[src/rtl/calseq_pkg.sv]
package calseq_pkg;

    typedef enum logic [1:0] {
        PH_DAC  = 2'd0,
        PH_GAIN = 2'd1,
        PH_OFFS = 2'd2
    } phase_e;

    // Coefficient register codes
    typedef enum logic [2:0] {
        CO_DAC   = 3'd0,
        CO_SGAIN = 3'd1,
        CO_SOFFS = 3'd2,
        CO_YGAIN = 3'd3,
        CO_YOFFS = 3'd4
    } coef_e;

    typedef struct packed {
        logic         mode;   // 1 = system calibration
        logic [1:0]   last;   // index of the final phase
        phase_e [2:0] ph;     // ordered phase list
    } plan_t;

    function automatic plan_t decode_plan(input logic mode, input logic [1:0] sel);
        plan_t p;
        p       = '0;
        p.mode  = mode;
        p.ph[0] = PH_OFFS;
        p.ph[1] = PH_OFFS;
        p.ph[2] = PH_OFFS;
        case (sel)
            2'b00: begin
                p.last  = 2'd2;
                p.ph[0] = PH_DAC;
                p.ph[1] = PH_GAIN;
                p.ph[2] = PH_OFFS;
            end
            2'b01: begin
                p.last  = 2'd1;
                p.ph[0] = PH_GAIN;
                p.ph[1] = PH_OFFS;
            end
            2'b10: begin
                p.last  = 2'd0;
                p.ph[0] = PH_OFFS;
            end
            default: begin
                p.last  = 2'd0;
                p.ph[0] = PH_GAIN;
            end
        endcase
        return p;
    endfunction

    function automatic coef_e coef_of(input phase_e ph, input logic mode);
        case (ph)
            PH_DAC:  return CO_DAC;
            PH_GAIN: return mode ? CO_YGAIN : CO_SGAIN;
            default: return mode ? CO_YOFFS : CO_SOFFS;
        endcase
    endfunction

    function automatic int unsigned scaled_len(input int unsigned cyc, input int unsigned div);
        int unsigned q;
        q = cyc / div;
        return (q == 0) ? 1 : q;
    endfunction

endpackage

[src/rtl/calseq_req.sv]
module calseq_req
    import calseq_pkg::*;
(
    input  logic       clk,
    input  logic       rst,
    input  logic       cal_n,
    input  logic       reg_start,
    input  logic       reg_mode,
    input  logic [1:0] reg_sel,
    input  logic       conv_busy,
    input  logic       running,
    output logic       start,
    output plan_t      plan,
    output logic       pending
);

    logic       cal_q;
    logic       pend_q;
    logic       pmode_q;
    logic [1:0] psel_q;
    logic       rise;
    logic       want;
    logic       reg_go;

    assign rise   = cal_n & ~cal_q;
    assign want   = (reg_start | pend_q) & cal_n & ~rise & ~running;
    assign reg_go = want & ~conv_busy;
    assign start  = rise | reg_go;

    always_comb begin
        if (rise)
            plan = decode_plan(1'b0, 2'b00);
        else if (reg_start)
            plan = decode_plan(reg_mode, reg_sel);
        else
            plan = decode_plan(pmode_q, psel_q);
    end

    always_ff @(posedge clk) begin
        if (rst) begin
            cal_q   <= 1'b1;
            pend_q  <= 1'b0;
            pmode_q <= 1'b0;
            psel_q  <= 2'b00;
        end else begin
            cal_q <= cal_n;
            if (!cal_n || rise || reg_go) begin
                pend_q <= 1'b0;
            end else if (reg_start && !running && conv_busy) begin
                pend_q  <= 1'b1;
                pmode_q <= reg_mode;
                psel_q  <= reg_sel;
            end
        end
    end

    assign pending = pend_q;

    // a held request survives while the conversion continues
    a_r9_hold_during_conv: assert property (@(posedge clk) disable iff (rst)
        pend_q && conv_busy && cal_n |=> pend_q);

    // a low calibration pin drops a held request
    a_r7_pin_drops_request: assert property (@(posedge clk) disable iff (rst)
        !cal_n |=> !pend_q);

    // no start is accepted while a run is in progress
    a_r8_no_start_running: assert property (@(posedge clk) disable iff (rst)
        running |-> !start);

endmodule

[src/rtl/calseq_step.sv]
module calseq_step
    import calseq_pkg::*;
#(
    parameter int unsigned LEN_DAC  = 27,
    parameter int unsigned LEN_GAIN = 194,
    parameter int unsigned LEN_OFFS = 27
) (
    input  logic  clk,
    input  logic  rst,
    input  logic  abort,
    input  logic  start,
    input  plan_t plan,
    output logic  running,
    output logic  phase_end,
    output coef_e coef
);

    localparam int unsigned LMAX1 = (LEN_DAC > LEN_GAIN) ? LEN_DAC : LEN_GAIN;
    localparam int unsigned LMAX  = (LMAX1 > LEN_OFFS) ? LMAX1 : LEN_OFFS;
    localparam int unsigned CW    = $clog2(LMAX + 1);

    logic          run_q;
    logic [1:0]    idx_q;
    logic [CW-1:0] cnt_q;
    plan_t         plan_q;
    phase_e        cur;
    phase_e        nxt;

    function automatic logic [CW-1:0] load_of(input phase_e ph);
        case (ph)
            PH_DAC:  return CW'(LEN_DAC - 1);
            PH_GAIN: return CW'(LEN_GAIN - 1);
            default: return CW'(LEN_OFFS - 1);
        endcase
    endfunction

    assign cur = plan_q.ph[idx_q];
    assign nxt = plan_q.ph[idx_q + 2'd1];

    always_ff @(posedge clk) begin
        if (rst) begin
            run_q  <= 1'b0;
            idx_q  <= 2'd0;
            cnt_q  <= '0;
            plan_q <= '0;
        end else if (abort) begin
            run_q <= 1'b0;
        end else if (start) begin
            run_q  <= 1'b1;
            idx_q  <= 2'd0;
            plan_q <= plan;
            cnt_q  <= load_of(plan.ph[0]);
        end else if (run_q) begin
            if (cnt_q == '0) begin
                if (idx_q == plan_q.last) begin
                    run_q <= 1'b0;
                end else begin
                    idx_q <= idx_q + 2'd1;
                    cnt_q <= load_of(nxt);
                end
            end else begin
                cnt_q <= cnt_q - 1'b1;
            end
        end
    end

    assign running   = run_q;
    assign phase_end = run_q & (cnt_q == '0);
    assign coef      = coef_of(cur, plan_q.mode);

    // the phase counter steps down by one each cycle
    a_r5_countdown: assert property (@(posedge clk) disable iff (rst)
        run_q && !abort && cnt_q != '0 |=> cnt_q == $past(cnt_q) - 1'b1);

    // the pin abort stops a run on the next cycle
    a_r7_abort_stops: assert property (@(posedge clk) disable iff (rst)
        abort |=> !run_q);

    // an accepted start enters the first phase
    a_r2_start_enters: assert property (@(posedge clk) disable iff (rst)
        start && !abort |=> run_q && idx_q == 2'd0);

    // the end of a phase that is not the last advances the index
    a_r6_phase_advance: assert property (@(posedge clk) disable iff (rst)
        run_q && !abort && !start && cnt_q == '0 && idx_q != plan_q.last
        |=> run_q && idx_q == $past(idx_q) + 2'd1);

endmodule

[src/rtl/calseq.sv]
module calseq
    import calseq_pkg::*;
#(
    parameter int unsigned DAC_CYC  = 27798,
    parameter int unsigned GAIN_CYC = 194430,
    parameter int unsigned OFFS_CYC = 27798,
    parameter int unsigned DIV      = 1
) (
    input  logic       clk,
    input  logic       rst,
    input  logic       cal_n,
    input  logic       reg_start,
    input  logic       reg_mode,
    input  logic [1:0] reg_sel,
    input  logic       conv_busy,
    output logic       busy,
    output logic       start_bit,
    output logic       coef_wr,
    output logic [2:0] coef_sel
);

    localparam int unsigned L_DAC  = scaled_len(DAC_CYC, DIV);
    localparam int unsigned L_GAIN = scaled_len(GAIN_CYC, DIV);
    localparam int unsigned L_OFFS = scaled_len(OFFS_CYC, DIV);

    logic  start;
    plan_t plan;
    logic  pending;
    logic  running;
    logic  phase_end;
    coef_e coef;

    calseq_req u_req (
        .clk       (clk),
        .rst       (rst),
        .cal_n     (cal_n),
        .reg_start (reg_start),
        .reg_mode  (reg_mode),
        .reg_sel   (reg_sel),
        .conv_busy (conv_busy),
        .running   (running),
        .start     (start),
        .plan      (plan),
        .pending   (pending)
    );

    calseq_step #(
        .LEN_DAC  (L_DAC),
        .LEN_GAIN (L_GAIN),
        .LEN_OFFS (L_OFFS)
    ) u_step (
        .clk       (clk),
        .rst       (rst),
        .abort     (~cal_n),
        .start     (start),
        .plan      (plan),
        .running   (running),
        .phase_end (phase_end),
        .coef      (coef)
    );

    assign busy      = running & cal_n;
    assign start_bit = (running | pending) & cal_n;
    assign coef_wr   = phase_end & cal_n;
    assign coef_sel  = coef;

    // the status bit covers the whole busy window
    a_r10_status_covers_busy: assert property (@(posedge clk) disable iff (rst)
        busy |-> start_bit);

    // the status bit clears when the run ends with nothing held
    a_r10_status_clears: assert property (@(posedge clk) disable iff (rst)
        $fell(busy) && cal_n && !pending |-> !start_bit);

    // outputs are quiet right after reset
    a_r1_reset_quiet: assert property (@(posedge clk)
        $past(rst) |-> !busy && !coef_wr);

endmodule

[config.mk]
export PLATFORM = sky130hd
export DESIGN_NAME = calseq
export DESIGN_NICKNAME = d
export VERILOG_FILES = /design/src/rtl/calseq_pkg.sv /design/src/rtl/calseq_req.sv /design/src/rtl/calseq_step.sv /design/src/rtl/calseq.sv
export SDC_FILE = /design/constraint.sdc
export NUM_CORES = 1
export LEC_CHECK = 0
export ABC_AREA = 1
export BUFFER_PORTS_ARGS = -buffer_cell sky130_fd_sc_hd__buf_2
export CAP_MARGIN = 20
export CORE_ASPECT_RATIO = 0.5
export CORE_MARGIN = 10
export CORE_UTILIZATION = 37
export DETAILED_ROUTE_END_ITERATION = 16
export SLEW_MARGIN = 40
export SYNTH_ARGS = -nofsm -noshare
export SYNTH_HDL_FRONTEND = slang
export SYNTH_SLANG_ARGS = --single-unit
[constraint.sdc]
create_clock -name clk -period 2.3 [get_ports clk]
set_clock_uncertainty 0.2 [all_clocks]
set_input_delay 0.23 -clock clk [delete_from_list [all_inputs] [get_ports clk]]
set_output_delay 0.23 -clock clk [all_outputs]
set_load 0.01 [all_outputs]
* After elaboration in Yosys (flattened, before gate mapping) *
Cells that the tools add are included.
Widths: inputs -> output; s select.

cells by class
  multipliers = 0
  eq/ne operators = 10
  reduce and logical (&&, ||, !) cells = 18
  muxes and demuxes = 29
  order comparisons = 2
  divide/modulo/power cells = 0
  bitwise logic cells = 18
  add/sub/neg operators = 2
  shift-type cells = 0

operator list
  cell                   count
  $mux 18                6
  $logic_not 18->1       1
  $mux 2                 9
  $mux 9                 2
  $sub 18x1->18 const B  1
  $pmux 2 s2             4
  $eq 2x1->1 const B     5
  $and 1x1->1            9
  $bmux 2 s2             2
  $logic_not 2->1        3
  $lt 2x3->1 const B     2
  $not 1->1              6
  $pmux 3 s2             1
  $eq 2x2->1 const B     2
  $mux 1                 4
  $reduce_and 2->1       2
  $reduce_and 4->1       1
  $reduce_bool 2->1      2
  $reduce_or 2->1        2
  $mux 3                 1
  $ne 3x3->1 const B     1
  $or 1x1->1             3
  $reduce_and 3->1       1
  $add 2x1->2 const B    1
  5 further kinds        8

word-level totals
  output and inout port bits = 6
  memory bits (read-only) = 0
  register bits after elaboration = 35
  memory bits (writable) = 0
  memories = 0
  bits in latches = 0

* Logic depth before layout (Yosys ltp) *
Gate-level depths: netlist of run 1.

  depth in word-level cells = 9
  depth in mapped cells = 12
  mapped depth without buffers = 12

* By module *
Synthesis of run 1 repeated with hierarchy kept, for this count alone.

unflattened totals
  cells, all modules = 362
  area total of the unflattened synthesis = 2240.9 um2

modules (own cells, without submodules)
  module       instances  area each (um2)  cells an instance
  calseq_step  1          1859.3           295
  calseq_req   1          355.3            60
  calseq       1          26.3             7

* Least setup slack after synthesis of run 1 *
OpenSTA, ideal clock, no wires.

  kind = register -> register
  start point = reg u_step.cnt_q[0]
  end point = reg u_step.cnt_q[11]
  data arrival time = 1.523 ns
  slack = 0.463 ns
  period minus slack after synthesis = 1.837 ns
  stages on the path, launching flop included = 13
  path through = dfxtp_1 > inv_1 > ha_1 > nand2_2 > nor2_4 > nand2_2 > nor2_4 > nand2_2 > nand2_4 > inv_4 > buf_6 > o21ai_2 > nor2_1

between the ends
  longest elaborated chain between the ends = 4
  elaborated cells between the ends (all ways) = 7
  those cells by class = add/sub: 1; eq/ne: 1; mux: 3; reduce/logical: 2

ends and longest elaborated chain
  element                                                   RTL line                              text
  start: declaration                                        calseq_step.sv:24                     logic [CW-1:0] cnt_q;
  start signal: assignment                                  calseq_step.sv:52                     cnt_q <= load_of(plan.ph[0]);
  start signal: assignment                                  calseq_step.sv:59                     cnt_q <= load_of(nxt);
  start signal: assignment                                  calseq_step.sv:62                     cnt_q <= cnt_q - 1'b1;
  $sub 18x1->18 / $logic_not 18->1 (equally long branches)  calseq_step.sv:62, calseq_step.sv:54
  $mux 18                                                   calseq_step.sv:54                     if (cnt_q == '0) begin
  $mux 18                                                   calseq_step.sv:53                     end else if (run_q) begin
  $mux 18                                                   calseq_step.sv:48                     end else if (start) begin

Several ways; a longest one is shown, not always the timed one. The select of a mux whose other input is x is not followed.
A chain may end at the register's enable or synchronous reset.

* Worst setup path after layout of run 1 *
  start point = reg u_step.cnt_q[0]
  end point = out coef_wr

between the ends
  longest elaborated chain between the ends = 3

ends and longest elaborated chain
  element           RTL line           text
  $logic_not 18->1  calseq_step.sv:68  assign phase_end = run_q & (cnt_q == '0);
  $and 1x1->1       calseq_step.sv:68
  $and 1x1->1       calseq.sv:64       assign coef_wr = phase_end & cal_n;
  end: declaration  calseq.sv:18       output logic coef_wr,

Every way passes these cells.

==> results of run 1 <==
==> final cells by class <==
class                   instances  area, µm²
fillers                       538       2850
multi-input cells             239       1170
flip-flops and latches         33        661
inverters                      37        144
repair buffers                 17       97.6
well taps                      70       87.6
clock buffers                   7       86.3
==> metrics by stage <==
stage | hold slack (ns) | worst slack, ns | instance area (µm²) | power (mW) | util [%]
2_1_floorplan | 0.108 | 0.463 | 2010 | 1.37 | -
3_3_place_gp | 0.245 | 0.308 | 2150 | 1.53 | 42.2
3_5_place_dp | 0.254 | 0.240 | 2150 | 1.53 | 42.2
4_1_cts | 0.0345 | 0.121 | 2240 | 1.99 | 44.1
5_1_grt | 0.0698 | 0.0122 | 2240 | 2.15 | 44.1
6_report | 0.0471 | 0.145 | 2240 | 1.98 | 44.1
==> report_power, final <==
part           switching, mW  internal, mW  leakage [nW]
logic                  0.521         0.295         0.716
clock network          0.208         0.237        0.0443
registers             0.0756         0.638         0.270
==> logic make-up after synthesis <==
group           Yosys count
simple gates            169
compound gates           60
buf+inv                  43
flops                    33
xor+xnor                  9
fa+ha+maj                 1
==> repair_timing <==
action | in CTS | in global routing
hold buffers | 1 | 0
hold endpoints to repair | 1 | 0
setup endpoints to repair | 0 | 3
gates resized for setup | 0 | 1
==> Yosys cell counts (2+ instances only) <==
cell type | instances | area share (%)
inv_1 | 35 | 6.5
o21ai_0 | 20 | 5.0
nor2_2 | 4 | 1.2
nand3_1 | 6 | 1.5
nor2_4 | 3 | 1.7
xnor2_1 | 4 | 1.7
o21ai_2 | 10 | 4.4
buf_6 | 2 | 1.1
dfxtp_1 | 33 | 33
nand2_1 | 73 | 14
nor2_1 | 68 | 13
nand4_1 | 2 | 0.62
nor3_1 | 2 | 0.50
a21oi_1 | 21 | 5.2
nand2_2 | 5 | 1.6
xor2_1 | 5 | 2.2
a211oi_1 | 4 | 1.5
buf_2 | 2 | 0.50
nand3b_1 | 2 | 0.75
==> sequential cells by signal, summed over array words and instances, names as in the netlist <==
register / flops
u_step.cnt_q: 18
u_step.running: 1
u_req.pending: 1
u_req.psel_q: 2
u_req.pmode_q: 1
u_req.cal_q: 1
u_step.idx_q: 2
u_step.plan_q: 7
==> worst max-delay path: stages, from the launching register on <==
cell,delay (ns)
dfxtp_1,0.33
inv_1,0.10
ha_1,0.20
nand2_2,0.10
nor2_4,0.19
nand2_1,0.09
nor3_1,0.12
and3_1,0.18
buf_2,0.13
==> per-layer routing <==
metal	share of wire [%]	vias up
met4	1.6	0
met1	49	859
met5	0	-
li1	-	1029
met2	44	43
met3	5.8	8
==> path summary, 6_finish.rpt <==
path	start	endpoint	slack, ns
setup / recovery	u_step.cnt_q[0]	coef_wr	0.14
hold / removal	reg_sel[0]	u_req.psel_q[0]	0.05
setup reg to reg	u_step.cnt_q[0]	u_step.cnt_q[3]	0.25
hold reg to reg	u_req.psel_q[0]	u_req.psel_q[0]	0.26
==> metrics, run 1 <==
outcome finished, final reports clean; Setup violations, final 0; Die ar. 8960 µm²; most frequent cells in the layout nand2_1 (73), nor2_1 (68), inv_1 (35); GRT Resource Usage Total 11.1%; Period minus WS final 2.16 ns; Worst Hold Class primary input to flop; Yosys Warn Count 0; Area Growth Syn to Fin 11.6%; RSZ-0062 raised after global routing no; Post-DP HPWL 3700 µm; clock root buffer clkbuf_8; port bufs 13; post-synthesis cell area 2010 µm²; Pleak 1.03 nW; Core ar. 5090 µm²; worst-margin pin slew 0.723 ns; DRC errors left 0; vias per inst 4.81; H-tree levels 2; Adder-Cell Fraction of Synth Area 0.622%; largest family of logic cells by synthesized area simple AND/OR/NAND/NOR gates; Pre-antenna DRT Iters 4; Slew Limit Fails 0; first-pass GRT wire length 8470 µm; Placed Instances 395; compound-gate portion of the synthesized area 17.7%; simple-gate share of the synthesized area 35.8%; Cell variety after synth 33; grt total ovfl 0; row cnt 18; critical path arrival 1.73 ns; remaining antenna violation count 0; Worst EP required 1.87 ns; Routed WL 4860 µm; GPL Wtd Cong 0.897; Setup TNS 0 ns; Layout Nets 342; post-synthesis sequential area ratio 32.9%; Max Cap Viol 0; GR peak layer met2; final hold viol count 0; Tcrit/Tclk final 93.7%; Clock Latency Late Sink 0.28 ns; Synth Area in XOR/XNOR 3.92%; CTS sink count 33; FF+latch count, synth 33; number of DRC markers in iteration 0 169; Post-CTS Setup Inserts 0; proportion of layout cells with a drive suffix above 1 14.4%; most common library cell in the layout ignoring fill and taps nand2_1; syn nets 324; grt met2 use 18.0%; DIE WIDTH 124 µm; worst r2r path cells 11; cts bufs inserted 5; CTS max path bufs 2; relative slew slack 51.7%; die height 72.1 µm; Synth async-reset ratio 0%; initial antenna violation count 0; vias in the first global route 1829; Ant. Diodes 0; post-synthesis mux area share 0%; WS Path Type flop to output port; Global Route met1 Usage 13.9%; maximum VDD drop 0.279 mV; Max Clock Freq 0.464 GHz; met3 Use GR 2.83%; Layout Cells excl Fill 403; clk slew on worst S/H paths 0.07 ns; kind of end point of the critical path output port; largest net degree at the start of global routing 20; P per Cell Area 880 nW/µm²; Routed wire per std cell 12.1 µm; number of flops mapped to enable cells by yosys 0; CTS tree done; crit path max fanout 6; Most used DFF post-synth dfxtp_1; Post-Syn Area per Cell 6.38 µm²; initial core utilization 39.5%; Cells after Synth 315; Hold Crit Depth 3; Critical Path Source Type flop; via total after detailed routing 1939; I/O Pins 14
Note: power is estimated with default switching activity, not from simulation.
==> run 2, diff against run 1 <==
--- a/config.mk
+++ b/config.mk
@@ -9,9 +9,10 @@
 export BUFFER_PORTS_ARGS = -buffer_cell sky130_fd_sc_hd__buf_2
 export CAP_MARGIN = 20
 export CORE_ASPECT_RATIO = 0.5
-export CORE_MARGIN = 10
-export CORE_UTILIZATION = 37
+export CORE_MARGIN = 5
+export CORE_UTILIZATION = 60
 export DETAILED_ROUTE_END_ITERATION = 16
+export PLACE_DENSITY = 0.79
 export SLEW_MARGIN = 40
 export SYNTH_ARGS = -nofsm -noshare
 export SYNTH_HDL_FRONTEND = slang
==> run 2 against run 1 <==
Effect of this change: register-to-register slack is essentially flat; sequential cell count did not move; critical path depth is the same; clock power is 4.5% lower; utilization increased by 27 points; maximum frequency increased by 0.42%; clock-buffer cell count decreased by 1; sequential share of layout area grew 0.59 points; final cell count is 7.4% lower; final area down 2.0%; largest power group unchanged.
==> metrics, run 2 (synthesis results as in run 1) <==
outcome finished, final reports clean (unchanged); clock root buffer clkbuf_8 (unchanged); remaining antenna violation count 0 (unchanged); P per Cell Area 897 nW/µm² (was 880 nW/µm²); register with the most flip-flops u_step.cnt_q (unchanged); Routed wire per std cell 13.1 µm (was 12.1 µm); final hold viol count 0 (unchanged); Layout Nets 341 (was 342); Tcrit/Tclk final 93.3% (was 93.7%); worst setup margin 0.154 ns (was 0.145 ns); vias per inst 5.38 (was 4.81); number of DRC markers in iteration 0 134 (was 169); Final Util 71.0% (was 44.1%); cts bufs inserted 5 (unchanged); Max Clock Freq 0.466 GHz (was 0.464 GHz); via total after detailed routing 2008 (was 1939); Period minus WS final 2.15 ns (was 2.16 ns); slowest cell on the critical path dfxtp_1 (unchanged); critical path cell sequence inv_1, ha_1, nand2_2, nor2_4, nand2_1, nor3_1, and3_1, buf_2 (unchanged); worst-margin pin slew 0.753 ns (was 0.723 ns); Routed WL 4880 µm (was 4860 µm); I/O Pins 14 (unchanged); GPL Wtd Cong 0.944 (was 0.897); Layout Cells excl Fill 373 (was 403); GRT Resource Usage Total 22.2% (was 11.1%); kind of end point of the critical path output port (unchanged); H-tree levels 2 (unchanged); Die ar. 4680 µm² (was 8960 µm²); largest net degree at the start of global routing 20 (unchanged); Max Cap Viol 0 (unchanged); clk slew on worst S/H paths 0.07 ns (about the same); dpl ws 0.256 ns (was 0.240 ns); Pleak 1.03 nW (about the same); port bufs 13 (unchanged); Post-CTS Setup Inserts 0 (unchanged); CTS tree done (unchanged); crit-path max cell delay 0.33 ns (about the same); Fill cells 270 (was 538); biggest regs u_step.cnt_q x18, u_step.plan_q x7 (unchanged); Worst Hold Class primary input to flop (unchanged); DRC errors left 0 (unchanged); Slew Limit Fails 0 (unchanged); relative slew slack 49.7% (was 51.7%); Pre-antenna DRT Iters 4 (unchanged); initial antenna violation count 0 (unchanged); Setup violations, final 0 (unchanged); proportion of layout cells with a drive suffix above 1 14.4% (unchanged); maximum VDD drop 0.583 mV (was 0.279 mV); most common library cell in the layout ignoring fill and taps nand2_1 (unchanged); die height 50.9 µm (was 72.1 µm); Area Growth Syn to Fin 9.46% (was 11.6%); row cnt 14 (was 18); vias in the first global route 1820 (was 1829); Critical Path Source Type flop (unchanged); Clock Latency Late Sink 0.28 ns (about the same); Post-DP HPWL 3640 µm (was 3700 µm); Worst EP required 1.87 ns (about the same); Ant. Diodes 0 (unchanged); most frequent cells in the layout nand2_1 (73), nor2_1 (68), inv_1 (35) (unchanged); Placed Instances 364 (was 395); Core ar. 3100 µm² (was 5090 µm²); critical path arrival 1.72 ns (was 1.73 ns); max reg flops 18 (unchanged); first-pass GRT wire length 8310 µm (was 8470 µm); WS Path Type flop to output port (unchanged); CTS max path bufs 2 (unchanged); initial core utilization 64.9% (was 39.5%); CTS sink count 33 (unchanged); DIE WIDTH 91.9 µm (was 124 µm); grt total ovfl 0 (unchanged); crit path max fanout 6 (unchanged)
==> run 2: final cells by class <==
class | count | area (µm²) | area share [%]
Inverter | 37 | 144 | 6.54
Tap cell | 40 | 50.0 | 2.27
Timing Repair Buffer | 16 | 90.1 | 4.09
Clock inverter | 2 | 10.0 | 0.455
Multi-Input combinational cell | 239 | 1170 | 53.3
Sequential cell | 33 | 661 | 30.0
Clock buffer | 6 | 72.6 | 3.30
==> run 2: worst max-delay path: cells and delay by family, from the launching register on <==
kind / cells / cell delay, ns
AND/OR/NAND/NOR: 5 / 0.69
buffers and inverters: 2 / 0.22
adder cells (fa/ha/maj): 1 / 0.21
flip-flops: 1 / 0.33
==> run 2: final timing paths <==
| path | slack [ns] | endpoint | depth (start not counted) | from |
|---|---|---|---|---|
| worst min-delay path | 0.04 | u_req.pmode_q | 3 | reg_mode |
| worst max register to register | 0.26 | u_step.cnt_q[15] | 11 | u_step.cnt_q[0] |
| worst min register to register | 0.26 | u_req.psel_q[0] | 2 | u_req.psel_q[0] |
| worst max-delay path | 0.15 | coef_wr | 8 | u_step.cnt_q[0] |
==> run 2: where the power goes <==
part	internal (mW)	switching (mW)	total, mW	leakage [nW]
combinational	0.294	0.539	0.834	0.712
clock	0.210	0.216	0.426	0.0450
sequential	0.638	0.0763	0.714	0.270
total	1.14	0.832	1.97	1.03
==> run 2: timing repair <==
item	in CTS	in global routing
endpoints found under the hold margin	1	0
hold buffers	1	0
setup endpoints to repair	0	7
resized for setup	0	2
==> run 2: through the flow <==
stage                     TNS [ns]  hold slack, ns  power (mW)  instance area, µm²
after floorplan                  0           0.108        1.37                2010
after global placement           0           0.243        1.53                2100
after detailed placement         0           0.251        1.54                2100
after CTS                        0          0.0406        1.97                2190
after global routing       -0.0126          0.0317        2.14                2200
final                            0          0.0396        1.97                2200
==> run 2: layer usage <==
metal / part of all wire, % / vias to the layer above / wire (µm) / track usage (%)
li1: - / 1028 / - / -
met4: 0.84 / 0 / 41 / 5.42
met2: 43 / 48 / 2110 / 34.4
met1: 50 / 926 / 2450 / 31.2
met3: 5.7 / 6 / 280 / 5.43
met5: 0 / - / 0 / 0
